==> config.mk <==
export PLATFORM = sky130hd
export DESIGN_NAME = cmp_out_unit
export DESIGN_NICKNAME = d
export VERILOG_FILES = /design/src/rtl/cou_pkg.sv /design/src/rtl/cou_ctrl_reg.sv /design/src/rtl/cou_channel.sv /design/src/rtl/cmp_out_unit.sv
export SDC_FILE = /design/constraint.sdc
export NUM_CORES = 1
export LEC_CHECK = 0
export CAP_MARGIN = 20
export CORE_AREA = 2 2 39 41
export CTS_BUF_LIST = sky130_fd_sc_hd__clkbuf_8
export CTS_CLUSTER_SIZE = 20
export DETAILED_ROUTE_END_ITERATION = 10
export DIE_AREA = 0 0 41 43
export PLACE_DENSITY = 0.72
export SKIP_LAST_GASP = 1
export SLEW_MARGIN = 5
export SYNTH_ARGS = -nofsm -noshare
export SYNTH_HDL_FRONTEND = slang
export SYNTH_SLANG_ARGS = --single-unit
==> constraint.sdc <==
create_clock -name clk -period 1.4 [get_ports clk]
set_input_delay 0.42 -clock clk [delete_from_list [all_inputs] [get_ports clk]]
set_output_delay 0.42 -clock clk [all_outputs]
set_load 0.01 [all_outputs]
==> src/rtl/cou_pkg.sv <==
// Shared types for the compare output unit.
// Holds the 2-bit action code and the pure function that applies it to a pin.
package cou_pkg;

    typedef enum logic [1:0] {
        ACT_HOLD   = 2'b00,
        ACT_TOGGLE = 2'b01,
        ACT_LOW    = 2'b10,
        ACT_HIGH   = 2'b11
    } act_code_e;

    // Next pin value for a match event under the given action code.
    function automatic logic apply_action(act_code_e code, logic pin);
        logic nxt;
        case (code)
            ACT_TOGGLE: nxt = ~pin;
            ACT_LOW:    nxt = 1'b0;
            ACT_HIGH:   nxt = 1'b1;
            default:    nxt = pin;
        endcase
        return nxt;
    endfunction

endpackage

==> src/rtl/cou_ctrl_reg.sv <==
// Control register for the compare output unit.
// Stores one action code per channel and decodes the per-channel force strobes.
// Assumes channel c has its force bit at FORCE_MSB-c and its code field
// at CODE_MSB-2c down to CODE_MSB-2c-1. Force bits are never stored.
// The effective code forwards a code being written in the same cycle.
module cou_ctrl_reg #(
    parameter int DATA_W    = 8,
    parameter int NUM_CH    = 2,
    parameter int FORCE_MSB = 7,
    parameter int CODE_MSB  = 5
) (
    input  logic                   clk,
    input  logic                   rst_n,
    input  logic                   wr_en_i,
    input  logic [DATA_W-1:0]      wr_data_i,
    output logic [DATA_W-1:0]      rd_data_o,
    output logic [NUM_CH-1:0]      force_o,
    output cou_pkg::act_code_e     code_eff_o [NUM_CH]
);
    import cou_pkg::*;

    localparam int CODE_W = 2;

    act_code_e code_q [NUM_CH];
    logic [DATA_W-1:0] rd_mask;

    for (genvar c = 0; c < NUM_CH; c++) begin : g_ch
        localparam int FBIT = FORCE_MSB - c;
        localparam int CLSB = CODE_MSB - CODE_W*c - (CODE_W-1);

        // Hold the channel action code across cycles.
        always_ff @(posedge clk) begin
            if (!rst_n)       code_q[c] <= ACT_HOLD;
            else if (wr_en_i) code_q[c] <= act_code_e'(wr_data_i[CLSB +: CODE_W]);
        end

        // Forward a code written this cycle so it governs this cycle's event.
        assign code_eff_o[c] = wr_en_i ? act_code_e'(wr_data_i[CLSB +: CODE_W]) : code_q[c];

        // The force bit acts only as a strobe on the write cycle.
        assign force_o[c] = wr_en_i & wr_data_i[FBIT];
    end

    // Assemble the readback from stored codes; all other bits read zero.
    always_comb begin
        rd_data_o = '0;
        for (int c = 0; c < NUM_CH; c++) begin
            rd_data_o[CODE_MSB - CODE_W*c -: CODE_W] = code_q[c];
        end
    end

    // Mask of bits that are not code fields, for the readback check.
    always_comb begin
        rd_mask = '1;
        for (int c = 0; c < NUM_CH; c++) begin
            rd_mask[CODE_MSB - CODE_W*c -: CODE_W] = '0;
        end
    end

    // force strobes and reserved bits never show in the readback.
    a_r9_rd_no_strobe: assert property (@(posedge clk) disable iff (!rst_n)
        wr_en_i |=> (rd_data_o & rd_mask) == '0);

    // a stored code equals the code carried by the last write.
    a_r11_code_written: assert property (@(posedge clk) disable iff (!rst_n)
        wr_en_i |=> rd_data_o[CODE_MSB -: CODE_W] == $past(wr_data_i[CODE_MSB -: CODE_W]));

endmodule

==> src/rtl/cou_channel.sv <==
// One compare output channel: the waveform pin and its interrupt flag.
// Assumes match_i and force_i are single-cycle pulses and code_i already
// reflects any code written in the same cycle. In PWM operation the pin
// is left to external PWM logic, so this channel holds it.
module cou_channel (
    input  logic               clk,
    input  logic               rst_n,
    input  logic               pwm_i,
    input  logic               match_i,
    input  logic               force_i,
    input  logic               flag_clr_i,
    input  cou_pkg::act_code_e code_i,
    output logic               oc_o,
    output logic               flag_o
);
    import cou_pkg::*;

    logic pin_event;

    // A real or forced match merges into one event, so it acts once.
    assign pin_event = (match_i | force_i) & ~pwm_i;

    // Update the waveform pin on a merged match event.
    always_ff @(posedge clk) begin
        if (!rst_n)         oc_o <= 1'b0;
        else if (pin_event) oc_o <= apply_action(code_i, oc_o);
    end

    // Set the flag on real matches only; write-one clears, set wins.
    always_ff @(posedge clk) begin
        if (!rst_n)          flag_o <= 1'b0;
        else if (match_i)    flag_o <= 1'b1;
        else if (flag_clr_i) flag_o <= 1'b0;
    end

    // the flag can only rise after a real match.
    a_r6_flag_needs_match: assert property (@(posedge clk) disable iff (!rst_n)
        $rose(flag_o) |-> $past(match_i));

    // a real match leaves the flag set.
    a_r3_match_sets_flag: assert property (@(posedge clk) disable iff (!rst_n)
        match_i |=> flag_o);

    // a clear without a match drops the flag.
    a_r4_clear_flag: assert property (@(posedge clk) disable iff (!rst_n)
        (flag_clr_i && !match_i) |=> !flag_o);

    // the pin holds in PWM operation.
    a_r8_pwm_hold: assert property (@(posedge clk) disable iff (!rst_n)
        pwm_i |=> $stable(oc_o));

    // the hold code leaves the pin unchanged.
    a_r2_hold_code: assert property (@(posedge clk) disable iff (!rst_n)
        (code_i == ACT_HOLD) |=> $stable(oc_o));

endmodule

==> src/rtl/cmp_out_unit.sv <==
// Compare output unit top: control register plus one channel per output.
// Assumes the counter supplies single-cycle match pulses. cnt_clear is
// a same-cycle request to the counter, driven by real channel-A matches only.
module cmp_out_unit #(
    parameter int DATA_W    = 8,
    parameter int FORCE_MSB = 7,
    parameter int CODE_MSB  = 5
) (
    input  logic              clk,
    input  logic              rst_n,
    input  logic              ctrl_wr_en,
    input  logic [DATA_W-1:0] ctrl_wr_data,
    output logic [DATA_W-1:0] ctrl_rd_data,
    input  logic              pwm_mode,
    input  logic              ctc_en,
    input  logic              match_a,
    input  logic              match_b,
    input  logic [1:0]        flag_clr,
    output logic              oc_a,
    output logic              oc_b,
    output logic              flag_a,
    output logic              flag_b,
    output logic              cnt_clear
);
    import cou_pkg::*;

    localparam int NUM_CH = 2;

    logic [NUM_CH-1:0] force_s;
    logic [NUM_CH-1:0] match_s;
    logic [NUM_CH-1:0] oc_s;
    logic [NUM_CH-1:0] flag_s;
    act_code_e         code_s [NUM_CH];

    assign match_s = {match_b, match_a};

    cou_ctrl_reg #(
        .DATA_W    (DATA_W),
        .NUM_CH    (NUM_CH),
        .FORCE_MSB (FORCE_MSB),
        .CODE_MSB  (CODE_MSB)
    ) u_ctrl (
        .clk        (clk),
        .rst_n      (rst_n),
        .wr_en_i    (ctrl_wr_en),
        .wr_data_i  (ctrl_wr_data),
        .rd_data_o  (ctrl_rd_data),
        .force_o    (force_s),
        .code_eff_o (code_s)
    );

    for (genvar c = 0; c < NUM_CH; c++) begin : g_chan
        cou_channel u_chan (
            .clk        (clk),
            .rst_n      (rst_n),
            .pwm_i      (pwm_mode),
            .match_i    (match_s[c]),
            .force_i    (force_s[c]),
            .flag_clr_i (flag_clr[c]),
            .code_i     (code_s[c]),
            .oc_o       (oc_s[c]),
            .flag_o     (flag_s[c])
        );
    end

    assign oc_a   = oc_s[0];
    assign oc_b   = oc_s[1];
    assign flag_a = flag_s[0];
    assign flag_b = flag_s[1];

    // The counter restart request follows real channel-A matches only.
    assign cnt_clear = ctc_en & match_a;

    // a force without a real match never requests a counter clear.
    a_r7_force_no_clear: assert property (@(posedge clk) disable iff (!rst_n)
        (force_s[0] && !match_a) |-> !cnt_clear);

    // a non-PWM force with the high code drives the pin to 1.
    a_r5_force_high: assert property (@(posedge clk) disable iff (!rst_n)
        (force_s[0] && !pwm_mode && code_s[0] == ACT_HIGH) |=> oc_a);

endmodule

==> results of run 1 <==
-- where the power goes --
| group | internal (uW) | switching (uW) | total [uW] | leakage (uW) |
|---|---|---|---|---|
| sequential | 266 | 11.5 | 278 | 0.0000761 |
| clock | 186 | 87.3 | 273 | 0.0000216 |
| combinational | 77.4 | 60.0 | 137 | 0.000247 |
-- area by class of cell --
type | instances | area [sq um]
multi-input combinational | 28 | 182.7
fill | 144 | 676.9
clock buffer | 3 | 41.29
inverter | 3 | 11.26
tap | 16 | 20.02
timing repair buffer | 28 | 251.5
sequential | 8 | 200.2
-- cells in the mapped netlist (all sizes together) --
master	number
and2	1
a21oi	4
a31oi	2
nand3	2
nand2b	1
inv	3
edfxtp	4
and3	4
dfxtp	4
a2111o	2
conb	1
nor2	2
buf	5
mux2i	4
o21ai	2
-- metal layers --
metal  global-route usage, %  up-vias  part of all wire [%]
li1                        -      199                     -
met2                   21.25       26                    47
met1                   14.85      183                    41
met3                   3.665        4                   9.5
met5                       0        -                     0
met4                   8.667        0                   2.7
-- registers in the layout, summed over array words and instances (netlist names) --
| name | count |
|---|---|
| g_chan.u_chan.flag_o | 2 |
| g_chan.u_chan.oc_o | 2 |
| u_ctrl.code_q | 4 |
-- tightest hold or removal path, cell delays in order, from the launching register on --
cell,delay (ns)
dfxtp_1,0.33
a21oi_1,0.07
nor2_1,0.07
-- placed cells by master (no fill, tap or decap), types with 3 or more instances in the layout --
master / instances
conb_1: 4
dfxtp_1: 4
dlygate4sd2_1: 12
buf_4: 3
and3_2: 3
mux2i_1: 3
edfxtp_1: 4
clkbuf_8: 3
a21oi_1: 4
inv_1: 3
clkdlybuf4s50_1: 9
-- per-stage QoR --
stage / setup WS (ns) / instances / hold WS [ns] / instance area (sq um) / TNS, ns
after global placement: -0.5531 / 80 / 0.4672 / 655.6 / -2.271
final: 0.02079 / 86 / 0.4985 / 706.9 / 0
after floorplan: 0.1323 / 44 / 0.5184 / 431.7 / 0
after CTS: -0.1267 / 85 / 0.4947 / 696.9 / -0.1267
after detailed placement: -0.5580 / 80 / 0.4865 / 655.6 / -2.398
after global routing: 0.004944 / 86 / 0.5277 / 706.9 / 0
-- repair_timing --
item | 4_1_cts | 5_1_grt
buffers inserted | 1 | 1
pin swaps | 2 | 3
resized for setup | 18 | 1
cloned | 1 | 0
endpoints found under the setup margin | 11 | 2
-- kinds of logic (layout without fill, tap and decap cells) --
kind of cell,count (synthesis),after routing
compound gates,10,10
buf+inv,8,34
flops,8,8
mux,4,4
other cells,1,4
simple gates,10,10
-- how the worst max path moves through the flow --
stage	startpoint	endpoint	depth (start not counted)
after floorplan	ctrl_wr_en	g_chan[1].u_chan.oc_o	4
after global placement	match_a	cnt_clear	3
after CTS	ctc_en	cnt_clear	3
after detailed placement	match_a	cnt_clear	3
final	ctrl_wr_en	g_chan[0].u_chan.oc_o	5
after global routing	ctrl_wr_en	g_chan[0].u_chan.oc_o	5
==> results.json, run 1 <==
{
  "io_buffer_count": 23,
  "setup_viol": 0,
  "crit_buf_inv": 2,
  "total_power_uw": 688.5,
  "ys_warn_count": 0,
  "grt_pass1_vias": 378,
  "cp_top_family": "compound AO/OA/AOI/OAI gates",
  "synth-adder-area-share_pct": 0,
  "synth_seq_cells": 8,
  "synthMuxAreaShare_pct": 9.524,
  "grt_max_degree": 7,
  "yosys.area_share.simple_pct": 13.99,
  "r2r_slack_ns": 0.31,
  "cts_hold_buf": 0,
  "layout.nets": 89,
  "powerDensity_mw_per_mm2": 973.9,
  "clock_sinks": 8,
  "synth.avg_cell_area_sq_um": 10.25,
  "worst_ep_required_time_ns": 1.55,
  "slew_viol_final": 0,
  "cp.arrival_ns": 1.53,
  "crit_path_end_kind": "flop",
  "worst_clock_skew_ns": 0.0001599,
  "post-route-util_pct": 51.09,
  "cts_max_level": 1,
  "num_vias": 412,
  "die_x_um": 41,
  "peakVddDrop_uv": 510.4,
  "whs_endpoint": "g_chan[1].u_chan.flag_o",
  "crit_chain": "dlygate4sd2_1 -> buf_6 -> mux2i_1 -> a2111o_1 -> a31oi_1",
  "fin_crit_sh_pct": 98.52,
  "reg2regPathDepth": 3,
  "finalWirelength_um": 1068,
  "start_kind": "input pin",
  "leakagePower_uw": 0.0003452,
  "clock_latency_ns": 0.23,
  "grt_overflow": 0,
  "clock.fmax_mhz": 725.1,
  "antenna_found_initial": 0,
  "rows": 14,
  "core_area_sq_mm": 0.001384,
  "synth_compound_area_share_pct": 15.48,
  "synth_top_family_by_area": "compound AO/OA/AOI/OAI gates",
  "crit_fanout": 5,
  "r2r_start": "u_ctrl.code_q[0][0]",
  "cts_buffers": 3,
  "critPathKind": "input pin to flop",
  "cts_tree": "yes",
  "firstDrtPassIters": 3,
  "drive_gt1_share_pct": 18.57,
  "crit_path_top_delay_cell": "a2111o_1",
  "grt_pass1_wl_um": 1545,
  "area_delta_synth_final_pct": 68.15,
  "worstHoldStart": "g_chan[1].u_chan.flag_o",
  "synthesis.instances": 41,
  "io_pins": 30,
  "cap_violations": 0,
  "drt_iter0_drc": 5,
  "hold_viol": 0,
  "synth.distinct_cells": 17,
  "routedWlPerCell_um": 12.42,
  "status": "finished clean",
  "synth-xor-area-share_pct": 0,
  "routabilityCongestion": 0.6544,
  "path_clk_slew_ns": 0.04,
  "synth.largest_area_cell": "edfxtp_1",
  "netlist_area_sq_um": 420.4,
  "avgViaCountPerCell": 4.791,
  "drc": 0,
  "synth_top_area_share_pct": 28.57,
  "post-dp-hpwl_um": 708.4,
  "max_stage_delay_ns": 0.42,
  "rsz0062_at_grt": "false",
  "ys_seq_area_share_pct": 47.62,
  "die_height_um": 43,
  "num_antenna_cells": 0,
  "cts_buffer_depth": 2,
  "track_usage_pct": 13.46,
  "hold_path_class": "flop to flop",
  "worstReg2RegEnd": "g_chan[0].u_chan.oc_o",
  "hold_depth": 2,
  "dieArea_sq_mm": 0.001763,
  "synth_area_leaders": "edfxtp_1 (29%), dfxtp_1 (19%), mux2i_1 (9.5%)",
  "initial_core_util_pct": 30.38,
  "cts-root-buf": "clkbuf_8",
  "detail-route-antenna-nets": 0,
  "period_minus_slack_ns": 1.379
}
(Power assumes the default switching activity.)
==> run 2, diff against run 1 <==
--- a/config.mk
+++ b/config.mk
@@ -7,7 +7,7 @@
 export LEC_CHECK = 0
 export CAP_MARGIN = 20
 export CORE_AREA = 2 2 39 41
-export CTS_BUF_LIST = sky130_fd_sc_hd__clkbuf_8
+export CTS_BUF_LIST = sky130_fd_sc_hd__clkbuf_4 sky130_fd_sc_hd__clkbuf_8
 export CTS_CLUSTER_SIZE = 20
 export DETAILED_ROUTE_END_ITERATION = 10
 export DIE_AREA = 0 0 41 43
==> run 2 against run 1 <==
  * Global-route usage is 1.0 points lower
  * Sequential cell count is the same
  * Count of clock-buffer cells in the layout unchanged
  * Register-to-register slack got worse by 0.04 ns
  * Worst setup slack better by 0.011 ns
  * Design area fell by 0.18%
  * Combinational power barely moved
  * Critical path depth is 4 lower
  * Critical endpoint is now ctrl_rd_data[5]
  * Sequential power barely moved
==> results.json, run 2 (synthesized netlist as in run 1, its figures left out) <==
{
  "drt_iter0_drc": 9,
  "cts-root-buf": "clkbuf_4",
  "io_pins": 30,
  "layout.nets": 90,
  "regMostFlops": "u_ctrl.code_q",
  "regArea_sq_um": 200.2,
  "avgViaCountPerCell": 4.782,
  "grt-busiest-layer": "met2",
  "setup_viol": 0,
  "period_minus_slack_ns": 1.368,
  "finalWirelength_um": 1032,
  "critPathKind": "flop to output pin",
  "peakVddDrop_uv": 354.1,
  "hold_path_class": "flop to flop",
  "crit_buf_inv": 1,
  "slew_viol_final": 0,
  "multi_input_area_sq_um": 182.7,
  "core_area_sq_mm": 0.001384,
  "antenna_found_initial": 0,
  "powerDensity_mw_per_mm2": 840.6,
  "grtUsageMet3_pct": 3.665,
  "grt_max_degree": 7,
  "routabilityCongestion": 0.6544,
  "final_common_cell": "clkdlybuf4s50_1",
  "num_antenna_cells": 0,
  "io_buffer_count": 23,
  "drc": 0,
  "crit_fanout": 2,
  "total_power_uw": 593.2,
  "rows": 14,
  "cap_violations": 0,
  "drive_gt1_share_pct": 19.72,
  "cts_tree": "yes",
  "start_kind": "flop",
  "layout_common_cells": "clkdlybuf4s50_1 (10), dlygate4sd2_1 (8)",
  "track_usage_pct": 12.45,
  "reg_top3": "u_ctrl.code_q (4), g_chan.u_chan.flag_o (2), g_chan.u_chan.oc_o (2)",
  "clock_latency_ns": 0.25,
  "initial_core_util_pct": 30.38,
  "global_route.usage.met2_pct": 18.13,
  "fin_ws_ns": 0.03172,
  "crit_path_end_kind": "output pin",
  "routedWlPerCell_um": 11.86,
  "grt_overflow": 0,
  "status": "finished clean",
  "fin_crit_sh_pct": 97.73,
  "cts_max_level": 1,
  "largest_reg_flops": 4,
  "hold_viol": 0,
  "dieArea_sq_mm": 0.001763,
  "cp_top_family": "flip-flops",
  "leakagePower_uw": 0.0003559,
  "cts_hold_buf": 0,
  "n_fill_cell": 140,
  "grt_pass1_wl_um": 1476,
  "crit_path_top_delay_cell": "edfxtp_1",
  "grt_use_met1_pct": 15.18,
  "place_area_sq_um": 655.6,
  "worst_ep_required_time_ns": 0.98,
  "clock_sinks": 8,
  "path_clk_slew_ns": 0.06,
  "fin_area_sq_um": 705.7,
  "num_vias": 416,
  "cp.arrival_ns": 0.95,
  "grt_pass1_vias": 367,
  "cts_buffers": 3,
  "firstDrtPassIters": 4,
  "detail-route-antenna-nets": 0,
  "area_delta_synth_final_pct": 67.86,
  "pre_cts_ws_ns": -0.5580,
  "clock.fmax_mhz": 730.8,
  "worst_clock_skew_ns": 0.00007847,
  "die_x_um": 41,
  "max_stage_delay_ns": 0.40,
  "cts_buffer_depth": 2,
  "crit_chain": "dlygate4sd2_1",
  "die_height_um": 43,
  "post-route-util_pct": 50.99,
  "post-dp-hpwl_um": 708.4
}
[run 2: cell count changes in the layout (fill, tap and decap cells not counted), sizes merged]
cell	before	now
clkdlybuf4s15	0	1
dlygate4sd2	12	8
buf	6	7
dlymetal6s2s	1	3
clkdlybuf4s50	9	10
[run 2: path summary, 6_finish.rpt]
path	startpoint	endpoint	slack, ns	cells past startpoint
worst max-delay path	u_ctrl.code_q[0][1]	ctrl_rd_data[5]	0.03	1
worst min-delay path	g_chan[1].u_chan.flag_o	g_chan[1].u_chan.flag_o	0.50	2
worst max register to register	u_ctrl.code_q[0][1]	g_chan[0].u_chan.oc_o	0.27	3
worst min register to register	g_chan[1].u_chan.flag_o	g_chan[1].u_chan.flag_o	0.50	2
[run 2: stage by stage]
step           std cells  hold slack [ns]   TNS [ns]
6_report              87           0.5020          0
5_1_grt               87           0.5313  -0.007858
4_1_cts               85           0.4981    -0.1583
3_5_place_dp          80           0.4865     -2.398
3_3_place_gp          80           0.4672     -2.271
2_1_floorplan         44           0.5184          0
[run 2: cell type report]
type,instances,share of cell area (%)
tap,16,2.837
multi-input combinational,28,25.89
inverter,3,1.596
timing repair buffer,29,38.12
sequential,8,28.37
clock buffer,3,3.191
[run 2: where the power goes]
part | total [uW] | leakage [uW] | internal (uW) | switching (uW)
Clock | 178 | 0.0000138 | 98.2 | 80.1
Combinational | 139 | 0.000266 | 80.3 | 58.3
Sequential | 276 | 0.0000761 | 265 | 11.2
[run 2: worst min-delay path, stage by stage (launching register included)]
cell     delay, ns
dfxtp_1       0.33
a21oi_1       0.07
nor2_1        0.07
[run 2: per-layer routing]
metal	wire, um	vias to the layer above	part of all wire [%]
met5	0	-	0
met4	10	0	0.97
met3	114	2	11
met2	466	28	45
met1	441	185	43
li1	-	201	-
[run 2: timing repair]
| action | CTS | global route |
|---|---|---|
| pin swaps | 1 | 4 |
| endpoints found under the setup margin | 11 | 3 |
| gates cloned | 1 | 0 |
| setup buffers | 1 | 2 |
| gates resized for setup | 14 | 5 |
